**src/rtl/sdac_pkg.sv**
```systemverilog
package sdac_pkg;
    // Lane order of the strobe edge detector.
    localparam int LANE_SHIFT = 0;
    localparam int LANE_UPD   = 1;
    localparam int LANE_CLR   = 2;
    localparam int N_LANES    = 3;
endpackage

```
**src/rtl/sdac_edge.sv**
```systemverilog
module sdac_edge #(
    parameter int N = 3
) (
    input  logic         clk,
    input  logic         rst_n,
    input  logic [N-1:0] lvl,
    output logic [N-1:0] rise
);
    typedef struct packed {
        logic [N-1:0] prev;
    } edge_st_t;

    edge_st_t e_d, e_q;

    always_comb begin
        e_d      = e_q;
        e_d.prev = lvl;
        rise     = lvl & ~e_q.prev;
    end

    // Reset arms all lanes high: a line high at reset exit is not an edge.
    always_ff @(posedge clk or negedge rst_n) begin
        if (!rst_n) e_q <= '{prev: '1};
        else        e_q <= e_d;
    end

    generate
        for (genvar i = 0; i < N; i++) begin : g_lane
            a_r10_no_double: assert property (@(posedge clk) disable iff (!rst_n)
                rise[i] |=> !rise[i]);
        end
    endgenerate
endmodule

```
**src/rtl/sdac_shift.sv**
```systemverilog
module sdac_shift #(
    parameter int W = 16
) (
    input  logic         clk,
    input  logic         rst_n,
    input  logic         adv,
    input  logic         din,
    output logic [W-1:0] word_d,
    output logic         dout
);
    typedef struct packed {
        logic [W-1:0] sr;
    } sh_st_t;

    sh_st_t s_d, s_q;

    always_comb begin
        s_d = s_q;
        if (adv) s_d.sr = {s_q.sr[W-2:0], din};
    end

    always_ff @(posedge clk or negedge rst_n) begin
        if (!rst_n) s_q <= '0;
        else        s_q <= s_d;
    end

    assign word_d = s_d.sr;
    assign dout   = s_q.sr[W-1];

    a_r2_advance: assert property (@(posedge clk) disable iff (!rst_n)
        adv |=> (s_q.sr == {$past(s_q.sr[W-2:0]), $past(din)}));
    a_r8_idle_hold: assert property (@(posedge clk) disable iff (!rst_n)
        !adv |=> $stable(s_q.sr));
    a_r9_sdo_moves_on_shift: assert property (@(posedge clk) disable iff (!rst_n)
        !adv |=> $stable(dout));
endmodule

```
**src/rtl/sdac_regs.sv**
```systemverilog
module sdac_regs #(
    parameter int W = 16
) (
    input  logic         clk,
    input  logic         rst_n,
    input  logic [W-1:0] word_d,
    input  logic         follow,
    input  logic         xfer,
    input  logic         preset,
    input  logic         preset_mid,
    output logic [W-1:0] code
);
    localparam logic [W-1:0] MID_CODE  = {1'b1, {(W-1){1'b0}}};
    localparam logic [W-1:0] ZERO_CODE = '0;

    typedef struct packed {
        logic [W-1:0] inreg;
        logic [W-1:0] code;
    } rg_st_t;

    rg_st_t r_d, r_q;
    logic [W-1:0] target;

    always_comb begin
        r_d    = r_q;
        target = preset_mid ? MID_CODE : ZERO_CODE;
        if (preset) begin
            r_d.inreg = target;
            r_d.code  = target;
        end else begin
            if (follow) r_d.inreg = word_d;
            if (xfer)   r_d.code  = r_q.inreg;
        end
    end

    always_ff @(posedge clk or negedge rst_n) begin
        if (!rst_n) r_q <= '0;
        else        r_q <= r_d;
    end

    assign code = r_q.code;

    a_r7_preset: assert property (@(posedge clk) disable iff (!rst_n)
        preset |=> (r_q.code == ($past(preset_mid) ? MID_CODE : ZERO_CODE))
                   && (r_q.inreg == r_q.code));
    a_r6_transfer: assert property (@(posedge clk) disable iff (!rst_n)
        (xfer && !preset) |=> (r_q.code == $past(r_q.inreg)));
    a_r6_hold: assert property (@(posedge clk) disable iff (!rst_n)
        (!xfer && !preset) |=> $stable(r_q.code));
    a_r5_hold: assert property (@(posedge clk) disable iff (!rst_n)
        (!follow && !preset) |=> $stable(r_q.inreg));
    a_r4_follow: assert property (@(posedge clk) disable iff (!rst_n)
        (follow && !preset) |=> (r_q.inreg == $past(word_d)));
endmodule

```
**src/rtl/sdac_frontend.sv**
```systemverilog
module sdac_frontend #(
    parameter int WIDTH = 16
) (
    input  logic             clk,
    input  logic             rst_n,
    input  logic             sclk,
    input  logic             cs_n,
    input  logic             sdi,
    input  logic             load_n,
    input  logic             upd,
    input  logic             clr_in,
    input  logic             clr_mid,
    output logic             sdo,
    output logic [WIDTH-1:0] code_out
);
    import sdac_pkg::*;

    logic [N_LANES-1:0] lvl, rise;
    logic [WIDTH-1:0]   word_d;

    always_comb begin
        lvl             = '0;
        lvl[LANE_SHIFT] = cs_n | sclk;
        lvl[LANE_UPD]   = upd;
        lvl[LANE_CLR]   = clr_in;
    end

    sdac_edge #(.N(N_LANES)) i_edge (
        .clk  (clk),
        .rst_n(rst_n),
        .lvl  (lvl),
        .rise (rise)
    );

    sdac_shift #(.W(WIDTH)) i_shift (
        .clk   (clk),
        .rst_n (rst_n),
        .adv   (rise[LANE_SHIFT]),
        .din   (sdi),
        .word_d(word_d),
        .dout  (sdo)
    );

    sdac_regs #(.W(WIDTH)) i_regs (
        .clk       (clk),
        .rst_n     (rst_n),
        .word_d    (word_d),
        .follow    (!load_n),
        .xfer      (rise[LANE_UPD]),
        .preset    (rise[LANE_CLR]),
        .preset_mid(clr_mid),
        .code      (code_out)
    );

    a_r3_late_select: assert property (@(posedge clk) disable iff (!rst_n)
        ($past(rst_n) && cs_n && !sclk && !$past(cs_n) && !$past(sclk))
            |-> rise[LANE_SHIFT]);
endmodule

```
**config.mk**
```make
export PLATFORM = sky130hd
export DESIGN_NAME = sdac_frontend
export DESIGN_NICKNAME = d
export VERILOG_FILES = /design/src/rtl/sdac_pkg.sv /design/src/rtl/sdac_edge.sv /design/src/rtl/sdac_shift.sv /design/src/rtl/sdac_regs.sv /design/src/rtl/sdac_frontend.sv
export SDC_FILE = /design/constraint.sdc
export NUM_CORES = 1
export LEC_CHECK = 0
export CORE_ASPECT_RATIO = 1.2
export CORE_MARGIN = 2
export CORE_UTILIZATION = 45
export CTS_CLUSTER_DIAMETER = 200
export DETAILED_ROUTE_END_ITERATION = 7
export GPL_TIMING_DRIVEN = 0
export PLACE_DENSITY = 0.77
export SLEW_MARGIN = 20
export SYNTH_ARGS = -nofsm -noshare
export SYNTH_HDL_FRONTEND = slang
export SYNTH_SLANG_ARGS = --single-unit
```
**constraint.sdc**
```tcl
create_clock -name clk -period 1.4 [get_ports clk]
set_clock_uncertainty 0.1 [all_clocks]
set_input_delay 0.14 -clock clk [delete_from_list [all_inputs] [get_ports clk]]
set_output_delay 0.14 -clock clk [all_outputs]
set_load 0.05 [all_outputs]
```
* Word-level counts from Yosys, hierarchy flattened
Cells that the tools add are included.
Cells by class: muxes and demuxes 5, eq/ne operators 1, bitwise operators 3, reductions and logical operators 1
Operator list (count):
- 16-bit 2-to-1 mux | 4
- 32-bit 2-to-1 mux | 1
- 3-bit bitwise AND | 1
- 3-bit NOT | 1
- 2-bit by 1-bit inequality test with 1-bit output (second input constant) | 1
- 2-bit nonzero test | 1
- 1-bit bitwise OR | 1
Storage, ports and cells: bits of input ports 9, bits in registers 51, output and inout bits 17, word-level logic and storage cells 14

* Depth between registers and ports, before layout
word-level depth 5, mapped depth 5

* Cells and area by module
From an unflattened synthesis, not the netlist that was laid out.
Second synthesis, totals: cell total of the unflattened synthesis 162, area total of the unflattened synthesis 2219.6 µm²
Modules (own cells, without submodules):
- sdac_regs | instances 1, sequential area each 800.8 µm², area each 1440.1 µm², cells an instance 120
- sdac_shift | instances 1, sequential area each 400.4 µm², area each 649.4 µm², cells an instance 34
- sdac_edge | instances 1, sequential area each 78.8 µm², area each 120.1 µm², cells an instance 6
- sdac_frontend | instances 1, sequential area each 0.0 µm², area each 10.0 µm², cells an instance 2

* Worst setup path after synthesis
OpenSTA, ideal clock, no wires.
path kind register to register, from reg i_edge.e_q[0] (netlist bit), to reg i_regs.r_q[21] (netlist bit), cell stages (with the launch flop) 5, required time 1.181 ns, data arrival time 1.291 ns, setup time 0.119 ns, setup slack -0.110 ns, path through dfstp_2 o21ba_1 buf_6 mux2_4 o21a_1
Between the ends: word-level cells in the longest chain between the ends 5
RTL lines:
- from (decl) | line sdac_edge.sv:13 | edge_st_t e_d, e_q;
- from (signal assigned) | line sdac_edge.sv:23 | if (!rst_n) e_q <= '{prev: '1};
- 3-bit NOT | line sdac_edge.sv:18 | rise = lvl & ~e_q.prev;
- 3-bit bitwise AND | line sdac_edge.sv:18
- 16-bit 2-to-1 mux | line sdac_shift.sv:19 | if (adv) s_d.sr = {s_q.sr[W-2:0], din};
- named net i_regs.word_d[5] | line sdac_regs.sv:6 | input logic [W-1:0] word_d,
- 16-bit 2-to-1 mux | line sdac_regs.sv:31 | if (follow) r_d.inreg = word_d;
- 32-bit 2-to-1 mux | line sdac_regs.sv:27 | if (preset) begin
- to (signal assigned) | line sdac_regs.sv:38 | else r_q <= r_d;
- to (decl) | line sdac_regs.sv:21 | rg_st_t r_d, r_q;
The timed path passes the listed nets, and every way through them passes these cells. The select of a mux whose other input is x is not followed. A chain may end at the register's enable or synchronous reset.

* Worst setup path in the final report
from reg i_edge.e_q[0] (netlist bit), to reg i_regs.r_q[23] (netlist bit)
Same word-level chain as after synthesis.

==> results.json <==
{
  "status": "finished with violations",
  "violations": "negative setup slack",
  "yosysMostFrequentCell": "dfrtp_1",
  "switchingPower_w": 0.00126,
  "cp_data_required_time_ps": 1490,
  "yosys.area.top_type": "dfrtp_1",
  "end_kind": "flop",
  "hold_violations": 0,
  "fin_ws_ps": -152,
  "tightestPinTransition_ps": 473,
  "p_int_w": 0.00291,
  "synthCells": 165,
  "num_io_pins": 26,
  "viasPerCell": 4.85,
  "cts_tree": "done",
  "dp_hpwl_um": 2410,
  "hp-class": "primary input to async pin",
  "synthDistinctLibCells": 23,
  "async_reset_ff_frac": 1.00,
  "whs_ps": 179,
  "cap_violations": 0,
  "clockBufferDepth": 2,
  "power_leakage_nw": 1.36,
  "yosysWarnings": 0,
  "p_comb_frac": 0.328,
  "rsz0062_at_grt": "yes",
  "grt_pass1_wl_um": 6510,
  "tritoncts.num_buffers": 5,
  "clk_pin_slew_ps": 90,
  "grt_max_degree": 35,
  "vias": 1324,
  "core_area_sq_mm": 0.00456,
  "power_frac_seq": 0.478,
  "io_buffers": 25,
  "drt-total-wl_um": 3840,
  "crit_chain": "o21ba_4, buf_16, mux2_4, o21a_1",
  "synth_flop_cell": "dfrtp_1",
  "slowest_delay_ps": 530,
  "drcViolationCount": 0,
  "antenna_cells": 0,
  "grt_pass1_vias": 1416,
  "avgSynthCellArea_sq_um": 12.9,
  "tns_ps": -2410,
  "grt_usage": 0.169,
  "wl_per_cell_um": 14.1,
  "die_area_sq_mm": 0.00531,
  "dr.pass1.iters": 4,
  "drive_gt1_frac": 0.409,
  "grt_overflow_total": 0,
  "synthTopCellsByCount": "48 x dfrtp_1, 16 x a22o_1, 16 x buf_4",
  "antenna_found_initial": 0,
  "drtIter0Drc": 35,
  "swShare": 0.301,
  "clkPwrFrac": 0.193,
  "synth_area_sq_mm": 0.00213,
  "synth.area.top_cells": "dfrtp_1 56%, mux2_4 7.0%, a22o_1 6.6%",
  "synth_fp_nets": 174,
  "cp.arrival_ps": 1640,
  "insertion_delay_ps": 300,
  "yosysSeqAreaShare": 0.600,
  "cts_root_buf": "clkbuf_8",
  "cts_sinks": 51,
  "synth_edf_count": 0,
  "power_density_mw_per_mm2": 1520,
  "ant_nets": 0,
  "gp_congestion": 0.723,
  "path_max_fanout": 5,
  "drv_slew": 0,
  "fin_nets": 223,
  "critPathKind": "flop to flop",
  "ys_ff_latch": 51,
  "crit_slowest_cell": "dfstp_2",
  "netlist.area_leader.share": 0.563,
  "n_fill_cell": 359,
  "setup_viol": 24,
  "fin_area_sq_mm": 0.00274,
  "htreeDepth": 2,
  "die_height_um": 79.4,
  "syn_to_final_growth_pct": 28.4,
  "die_w_um": 66.8,
  "fmax_mhz": 644,
  "min_period_ps": 1550,
  "max-vdd-ir-drop_mv": 0.697,
  "finalCritPeriodShare": 1.11,
  "cp-start-kind": "flop",
  "row_count": 27,
  "slew_headroom": 0.684,
  "initial_core_util": 0.467,
  "dpl_cell_area_sq_mm": 0.00249
}
[layout by cell type (no fill, tap or decap), types with 2 or more instances in the layout]
master	synthesis	layout
mux2_4	10	13
buf_2	4	16
a21oi_1	15	15
clkdlybuf4s50_1	0	7
clkbuf_8	0	5
clkbuf_1	3	4
o21a_1	15	15
nor2b_4	0	2
buf_4	16	24
a22o_1	16	16
nor2b_1	4	2
buf_12	0	2
buf_6	1	10
dfstp_2	3	3
mux2_2	5	2
dfrtp_1	48	48
inv_1	15	15
[power by group through the flow]
stage	sequential (W)	combinational (W)	clock, W
after floorplan	0.00197	0.000829	0
after global placement	0.00200	0.00106	0
final	0.00199	0.00137	0.000805
after detailed placement	0.00201	0.00109	0
after CTS	0.00199	0.00133	0.000826
after global routing	0.00204	0.00146	0.000885
[stage by stage]
stage	setup slack, ps	std cells	utilization	power, W
detailed placement	-423	249	0.545	0.00310
floorplan	-85.5	165	-	0.00279
global route	-184	273	0.600	0.00438
finish	-152	273	0.600	0.00417
global placement	-1260	248	0.542	0.00306
CTS	-130	269	0.606	0.00414
[repair_timing]
action / in CTS / in global routing
hold buffers: 1 / 0
pin swaps: 0 / 2
gates cloned: 1 / 0
endpoints found under the setup margin: 42 / 49
hold endpoints to repair: 17 / 0
setup buffers: 10 / 4
resized for setup: 69 / 38
[layout make-up]
class	count	area (sq um)	share of cell area
multi-input cells	75	693	0.253
clock buffers	6	72.6	0.0265
flip-flops and latches	51	1280	0.468
clock inverters	2	12.5	0.00457
plain buffers	24	189	0.0690
well taps	58	72.6	0.0265
repair buffers	42	362	0.132
inverters	15	56.3	0.0206
[state kept, by name, indices dropped and copies added, names as in the netlist]
register,flops
i_shift.s_q,16
i_regs.r_q,16
i_regs.code,16
i_edge.e_q,3
[metal layers]
metal,global-route usage,vias up,wire length [um]
met3,0.0381,8,148
met5,0,-,0
li1,-,648,-
met4,0.0898,0,104
met2,0.281,28,1970
met1,0.202,640,1610
[worst paths after layout]
check | startpoint | endpoint | slack [ps] | cells past startpoint
setup / recovery | i_edge.e_q[0] | i_regs.r_q[23] | -150 | 4
hold / removal | rst_n | i_shift.s_q[0] | 180 | 2
setup reg to reg | i_edge.e_q[0] | i_regs.r_q[23] | -150 | 4
hold reg to reg | i_regs.r_q[26] | i_regs.code[10] | 400 | 1
max in group asynchronous | rst_n | i_edge.e_q[0] | 440 | 3
min in group clk | clr_in | i_edge.e_q[2] | 180 | 1
[logic make-up after synthesis]
group | synth area share
and+or+nand+nor | 0.0235
muxes | 0.102
buffers and inverters | 0.103
DFF | 0.600
AOI/OAI and AO/OA | 0.172
[critical path, delay by kind of cell, from the launching register on]
kind	cells	cell delay [ps]
multiplexers	1	300
buffers and inverters	1	140
flip-flops	1	530
AO/OA/AOI/OAI	2	360
No activity file was read; power rests on OpenSTA's default activity.
